**src/rtl/bay_regs_pkg.sv**
```systemverilog
package bay_regs_pkg;
  localparam int unsigned NUM_BAYS = 7;
  localparam int unsigned ADDR_W   = 8;
  localparam int unsigned DATA_W   = 32;
  localparam int unsigned EVT_W    = NUM_BAYS + 1;  // bit 0 spare, slots 1..6, SRAM error on top

  localparam logic [ADDR_W-1:0] OFS_MGMT  = 8'h40;
  localparam logic [ADDR_W-1:0] OFS_ONES  = 8'h48;
  localparam logic [ADDR_W-1:0] OFS_PWR   = 8'h50;
  localparam logic [ADDR_W-1:0] OFS_CTRL  = 8'h58;
  localparam logic [ADDR_W-1:0] OFS_EVT   = 8'h70;
  localparam logic [ADDR_W-1:0] OFS_ERREN = 8'h78;

  localparam logic [DATA_W-1:0] MGMT_MASK = 32'h6666_6600;

  // 5 V good bit of each bay; software decodes this layout
  function automatic int unsigned pwr5_pos(int unsigned bay);
    case (bay)
      0:       return 2;
      1:       return 9;
      2:       return 13;
      3:       return 25;
      4:       return 17;
      5:       return 29;
      6:       return 21;
      default: return 0;
    endcase
  endfunction

  function automatic int unsigned pwr3_pos(int unsigned bay);
    return (bay == 0) ? 1 : pwr5_pos(bay) + 1;
  endfunction
endpackage

```
**src/rtl/bay_pwr_map.sv**
```systemverilog
module bay_pwr_map
  import bay_regs_pkg::*;
#(
  parameter int unsigned BAYS  = NUM_BAYS,
  parameter int unsigned WIDTH = DATA_W
) (
  input  logic [BAYS-1:0]  present_i,
  output logic [WIDTH-1:0] pwr_o
);
  logic [BAYS-1:0] powered;

  // bay 0 is hard-wired powered
  assign powered[0] = 1'b1;
  generate
    for (genvar b = 1; b < BAYS; b++) begin : g_bay
      assign powered[b] = present_i[b];
    end
  endgenerate

  logic unused_bay0;
  assign unused_bay0 = present_i[0];

  always_comb begin
    pwr_o = '0;
    for (int unsigned b = 0; b < BAYS; b++) begin
      if (powered[b]) begin
        pwr_o[pwr5_pos(b)] = 1'b1;
        pwr_o[pwr3_pos(b)] = 1'b1;
      end
    end
  end
endmodule

```
**src/rtl/irq_latch.sv**
```systemverilog
module irq_latch (
  input  logic clk_i,
  input  logic rst_ni,
  input  logic set_i,
  input  logic ack_i,
  output logic irq_o
);
  // set dominates acknowledge so a fresh event is never dropped
  always_ff @(posedge clk_i or negedge rst_ni) begin
    if (!rst_ni)    irq_o <= 1'b0;
    else if (set_i) irq_o <= 1'b1;
    else if (ack_i) irq_o <= 1'b0;
  end
endmodule

```
**src/rtl/hs_evt_reg.sv**
```systemverilog
module hs_evt_reg
  import bay_regs_pkg::*;
#(
  parameter int unsigned WIDTH = EVT_W
) (
  input  logic             clk_i,
  input  logic             rst_ni,
  input  logic [WIDTH-1:0] set_i,
  input  logic [WIDTH-1:0] clr_i,
  input  logic             ack_i,
  output logic [WIDTH-1:0] evt_o,
  output logic             irq_o
);
  always_ff @(posedge clk_i or negedge rst_ni) begin
    if (!rst_ni) evt_o <= '0;
    else         evt_o <= (evt_o & ~clr_i) | set_i;
  end

  irq_latch i_irq (
    .clk_i  (clk_i),
    .rst_ni (rst_ni),
    .set_i  (|set_i),
    .ack_i  (ack_i),
    .irq_o  (irq_o)
  );
endmodule

```
**src/rtl/bay_pwr_hotswap_regs.sv**
```systemverilog
module bay_pwr_hotswap_regs
  import bay_regs_pkg::*;
#(
  parameter int unsigned BAYS  = NUM_BAYS,
  parameter int unsigned AW    = ADDR_W,
  parameter int unsigned DW    = DATA_W,
  localparam int unsigned EW   = BAYS + 1
) (
  input  logic            clk_i,
  input  logic            rst_ni,
  input  logic [AW-1:0]   addr_i,
  input  logic            rd_i,
  input  logic            wr_i,
  input  logic [DW-1:0]   wdata_i,
  output logic [DW-1:0]   rdata_o,
  input  logic [BAYS-1:0] bay_present_i,
  input  logic [BAYS-2:0] ins_evt_i,
  input  logic            sram_err_i,
  input  logic            mgmt_evt_i,
  output logic            ins_irq_o,
  output logic            mgmt_irq_o
);
  logic [DW-1:0] pwr_word;
  logic [DW-1:0] ctrl_q;
  logic [EW-1:0] evt_q;
  logic [EW-1:0] evt_set;
  logic [EW-1:0] evt_clr;
  logic          hit_evt;
  logic          hit_mgmt;
  logic [DW-1:0] rd_mux;

  assign hit_evt  = (addr_i == AW'(OFS_EVT))  && (rd_i || wr_i);
  assign hit_mgmt = (addr_i == AW'(OFS_MGMT)) && rd_i;

  bay_pwr_map #(.BAYS(BAYS), .WIDTH(DW)) i_pwr (
    .present_i (bay_present_i),
    .pwr_o     (pwr_word)
  );

  assign evt_set = {sram_err_i, ins_evt_i, 1'b0};
  assign evt_clr = (wr_i && addr_i == AW'(OFS_EVT)) ? wdata_i[EW-1:0] : '0;

  hs_evt_reg #(.WIDTH(EW)) i_evt (
    .clk_i  (clk_i),
    .rst_ni (rst_ni),
    .set_i  (evt_set),
    .clr_i  (evt_clr),
    .ack_i  (hit_evt),
    .evt_o  (evt_q),
    .irq_o  (ins_irq_o)
  );

  irq_latch i_mgmt (
    .clk_i  (clk_i),
    .rst_ni (rst_ni),
    .set_i  (mgmt_evt_i),
    .ack_i  (hit_mgmt),
    .irq_o  (mgmt_irq_o)
  );

  always_ff @(posedge clk_i or negedge rst_ni) begin
    if (!rst_ni)                                ctrl_q <= '0;
    else if (wr_i && addr_i == AW'(OFS_CTRL))   ctrl_q <= wdata_i;
  end

  always_comb begin
    case (addr_i)
      AW'(OFS_PWR):  rd_mux = pwr_word;
      AW'(OFS_MGMT): rd_mux = pwr_word & DW'(MGMT_MASK);
      AW'(OFS_CTRL): rd_mux = ctrl_q;
      AW'(OFS_EVT):  rd_mux = DW'(evt_q);
      AW'(OFS_ONES): rd_mux = '1;
      default:       rd_mux = '0;  // includes the error-enable offset
    endcase
  end

  always_ff @(posedge clk_i or negedge rst_ni) begin
    if (!rst_ni)   rdata_o <= '0;
    else if (rd_i) rdata_o <= rd_mux;
  end
endmodule

```
**config.mk**
```make
export PLATFORM = sky130hd
export DESIGN_NAME = bay_pwr_hotswap_regs
export DESIGN_NICKNAME = d
export VERILOG_FILES = /design/src/rtl/bay_regs_pkg.sv /design/src/rtl/bay_pwr_map.sv /design/src/rtl/irq_latch.sv /design/src/rtl/hs_evt_reg.sv /design/src/rtl/bay_pwr_hotswap_regs.sv
export SDC_FILE = /design/constraint.sdc
export NUM_CORES = 1
export LEC_CHECK = 0
export CAP_MARGIN = 20
export CORE_MARGIN = 5
export CORE_UTILIZATION = 60
export CTS_CLUSTER_DIAMETER = 120
export DETAILED_ROUTE_END_ITERATION = 12
export DONT_BUFFER_PORTS = 1
export PLACE_DENSITY = 0.8
export SLEW_MARGIN = 20
export SYNTH_ARGS = -nofsm -noshare
export SYNTH_HDL_FRONTEND = slang
export SYNTH_SLANG_ARGS = --single-unit
```
**constraint.sdc**
```tcl
create_clock -name clk_i -period 1.47 [get_ports clk_i]
set_clock_uncertainty 0.15 [all_clocks]
set_input_delay 0.0735 -clock clk_i [delete_from_list [all_inputs] [get_ports clk_i]]
set_output_delay 0.0735 -clock clk_i [all_outputs]
set_load 0.03 [all_outputs]
```
==> flow_summary_export.csv <==
group,metric,value,unit
sta,timing_max_transition_violations_final,0,
logic_synthesis,share_of_the_synthesized_area_in_compound_gates_ao_oa_aoi_oai,0.156,
logic_synthesis,ys_seq_elements,74,
detailed_routing,post_route_wl,8390,microns
finish,seqCellArea,1850,sq um
critical_path,critPathLaunchType,"input port",
power,power_leakage,1.81,nW
sta,finalSetupViolations,22,
logic_synthesis,ys_seq_area_frac,0.581,
detailed_routing,drt-pass1-iter-count,4,
clock_network,clock_latency,0.35,ns
die,ioPinCount,93,
run_status,status,"finished, violations left",
detailed_routing,final_antenna_net_count,0,
finish,num_antenna_cells,0,
clock_network,numCtsBuffers,9,
critical_path,critical_path.most_common_cell,"sky130_fd_sc_hd__buf_4",
logic_synthesis,postSynthNetCount,318,
place,dpl.hpwl,5110,microns
clock_network,clk_transition_reported_paths,0.08,ns
global_routing,grt_pass1_wl,13700,microns
logic_synthesis,yosys.area_share.xor_xnor,0,
logic_synthesis,yosys.area_share.adder,0,
finish,stdcell_count,385,
place,placed_cell_count,325,
die,dieWidth,82.9,microns
clock_network,cts_tree,"yes",
finish,area_of_the_multi_input_gates,1370,sq um
die,floorplan.rows,26,
detailed_routing,drt_iter0_markers,181,
global_routing,antenna_violations_before_repair,0,
sta,grt_setup_unrepaired,"true",
logic_synthesis,syn-instance-count,259,
finish,layout.cells.most_common_list,"sky130_fd_sc_hd__dfrtp_1, sky130_fd_sc_hd__dlygate4sd3_1, sky130_fd_sc_hd__mux2_2",
logic_synthesis,avgSynthCellArea,12.3,sq um
global_routing,grt_start_max_net_pins,75,
critical_path,setup.worst_path.class,"in2reg",
critical_path,crit_path_max_fanout,8,
sta,final.setup.tns,-0.346,ns
critical_path,path_cells,"or4b_4 -> nor4_4 -> buf_4 -> buf_4 -> mux2_2",
sta,max_slew_margin,0.656,
sta,fmax,0.666,GHz
logic_synthesis,synth-simple-area-share,0.113,
finish,leading_cell_type_in_the_layout_fill_and_taps_excluded,"sky130_fd_sc_hd__dfrtp_1",
finish,fraction_of_final_layout_cells_sized_beyond_drive_strength_1,0.292,
power,power_density,973,nW/um^2
sta,period_needed,1.50,ns
place,port_buffers,0,
power,finalPower,3.95,mW
global_routing,grt_util_all_layers,0.253,
critical_path,endpoint_kind,"flop",
die,design.core.area,5140,sq um
logic_synthesis,netlist_area,3190,sq um
clock_network,clk_path_buf_depth,2,
job,drv_cap,0,
sta,worst_slew_pin_slew,0.516,ns
logic_synthesis,synth.distinct_cells,31,
logic_synthesis,multiplexer_area_fraction_after_synthesis,0.113,
critical_path,critPathArrivalTime,1.59,ns
detailed_routing,detail_route.wl_per_cell,21.8,microns
sta,postLayoutSetupSlackWorst,-0.0325,ns
clock_network,cts_htree_levels,3,
finish,layout.core_utilization,0.791,
critical_path,cpPeakStageDelay,0.54,ns
finish,final_nets,369,
sta,final_hold_viol_count,116,
detailed_routing,route.vias.total,2426,
critical_path,slowest_stage,"sky130_fd_sc_hd__or4b_4",
critical_path,cp.required,1.55,ns
finish,synthToLayoutAreaGrowth,27.5,%
critical_path,r2r-start,"ctrl_q[27]",
sta,whs,-0.742,ns
logic_synthesis,synth_warnings,0,
global_routing,first_global_vias,2566,
logic_synthesis,netlist.area_leader.share,0.581,
place,globalplace.congestion,0.795,
detailed_routing,vias_per_cell,6.30,
hold_path,holdCritPathClass,"in2async",
clock_network,clock_sinks,74,
die,starting_density_of_the_core,0.620,
detailed_routing,drc,0,
logic_synthesis,yosysTopAreaCell,"sky130_fd_sc_hd__dfrtp_1",
clock_network,clockRootBuffer,"sky130_fd_sc_hd__clkbuf_8",
die,floorplan.die_area,6870,sq um
run_status,violated_checks,"negative hold slack, negative setup slack",
finish,n_fill_cell,348,
power,worst_vdd_ir,0.719,mV
logic_synthesis,synth_top_cells_by_area,"sky130_fd_sc_hd__dfrtp_1, sky130_fd_sc_hd__mux2_2, sky130_fd_sc_hd__o2bb2ai_1, sky130_fd_sc_hd__o21ai_0, sky130_fd_sc_hd__nand2_1",
logic_synthesis,synth_top_family_by_area,"compound AO/OA/AOI/OAI gates",
sta,fin_crit_sh,1.02,
global_routing,grt_remaining_overflow,0,
die,die_height,82.9,microns
critical_path,crit_path_from,"addr_i[7]",
-- synthesized netlist by cell type --
master,instances
sky130_fd_sc_hd__dfrtp_1,74
sky130_fd_sc_hd__mux2_2,30
sky130_fd_sc_hd__o2bb2ai_1,24
sky130_fd_sc_hd__nand2_1,21
sky130_fd_sc_hd__nor2_1,20
sky130_fd_sc_hd__o21ai_0,18
sky130_fd_sc_hd__clkbuf_1,12
sky130_fd_sc_hd__nand2b_1,10
sky130_fd_sc_hd__o41ai_1,8
sky130_fd_sc_hd__a32oi_1,6
sky130_fd_sc_hd__or4_1,6
sky130_fd_sc_hd__buf_6,5
sky130_fd_sc_hd__inv_1,3
sky130_fd_sc_hd__a22o_1,2
sky130_fd_sc_hd__mux2_1,2
sky130_fd_sc_hd__nand3_1,2
sky130_fd_sc_hd__o221a_2,2
sky130_fd_sc_hd__a2111o_1,1
sky130_fd_sc_hd__a211oi_1,1
sky130_fd_sc_hd__a21o_1,1
sky130_fd_sc_hd__and3b_1,1
sky130_fd_sc_hd__buf_1,1
sky130_fd_sc_hd__nand3b_1,1
sky130_fd_sc_hd__nor2b_1,1
sky130_fd_sc_hd__nor3_1,1
sky130_fd_sc_hd__nor4_1,1
sky130_fd_sc_hd__nor4_4,1
sky130_fd_sc_hd__o31a_1,1
sky130_fd_sc_hd__or3_4,1
sky130_fd_sc_hd__or4b_1,1
sky130_fd_sc_hd__or4b_4,1
-- layout make-up --
type | count | area share
Inverter | 3 | 0.00277
Clock buffer | 9 | 0.0305
Multi-Input combinational cell | 164 | 0.337
Tap cell | 70 | 0.0216
Clock inverter | 7 | 0.0169
Sequential cell | 74 | 0.456
Timing Repair Buffer | 58 | 0.135
-- where the power goes --
group	internal (mW)	leakage, nW	switching (mW)
Sequential	2.08	0.980	0.0356
Clock	0.780	0.0954	0.777
Combinational	0.152	0.738	0.126
Total	3.01	1.81	0.939
-- per-layer routing --
layer	vias to the layer above	track usage	part of all wire
met4	0	0.117	0.031
met1	1243	0.322	0.39
li1	1059	-	-
met3	22	0.0614	0.071
met5	-	0	0
met2	102	0.409	0.51
-- path summary, 6_finish.rpt --
check | to | cells after the start | slack (ns)
setup / recovery | ctrl_q[25] | 5 | -0.03
hold / removal | rdata_o[18] | 0 | -0.74
setup reg to reg | rdata_o[27] | 3 | 0.04
hold reg to reg | ctrl_q[6] | 1 | 0.33
max in group asynchronous | i_evt.evt_o[3] | 0 | 1.81
min in group clk_i | rdata_o[4] | 1 | -0.32
-- flip-flops by register name, summed over array words and instances (netlist names) --
register,flops
i_mgmt.irq_o,1
rdata_o,32
i_evt.evt_o,8
i_evt.i_irq.irq_o,1
ctrl_q,32
-- repair_timing --
action	in CTS	in global routing
endpoints found under the hold margin	148	117
cloned	0	1
hold buffers	41	1
pin swaps	0	1
setup buffers	0	1
setup endpoints to repair	21	35
gates resized for setup	1	4
-- cell families (layout without fill, tap and decap cells) --
kind of cell           count (synthesis)  in the layout
buffers and inverters                 21             77
muxes                                 32             32
and+or+nand+nor                       68             68
DFF                                   74             74
AOI/OAI and AO/OA                     64             64
-- metrics by stage --
stage | worst slack, ns | area, sq um
after global placement | -0.362 | 3430
after detailed placement | -0.406 | 3430
after CTS | -0.0368 | 4030
final | -0.0325 | 4060
after floorplan | -0.357 | 3360
after global routing | -0.0663 | 4060
-- critical path: cells and delay by family --
kind,cells,cell delay (ns)
simple gates,2,0.79
buf+inv,2,0.36
mux,1,0.35
No activity file was read; power rests on OpenSTA's default activity.
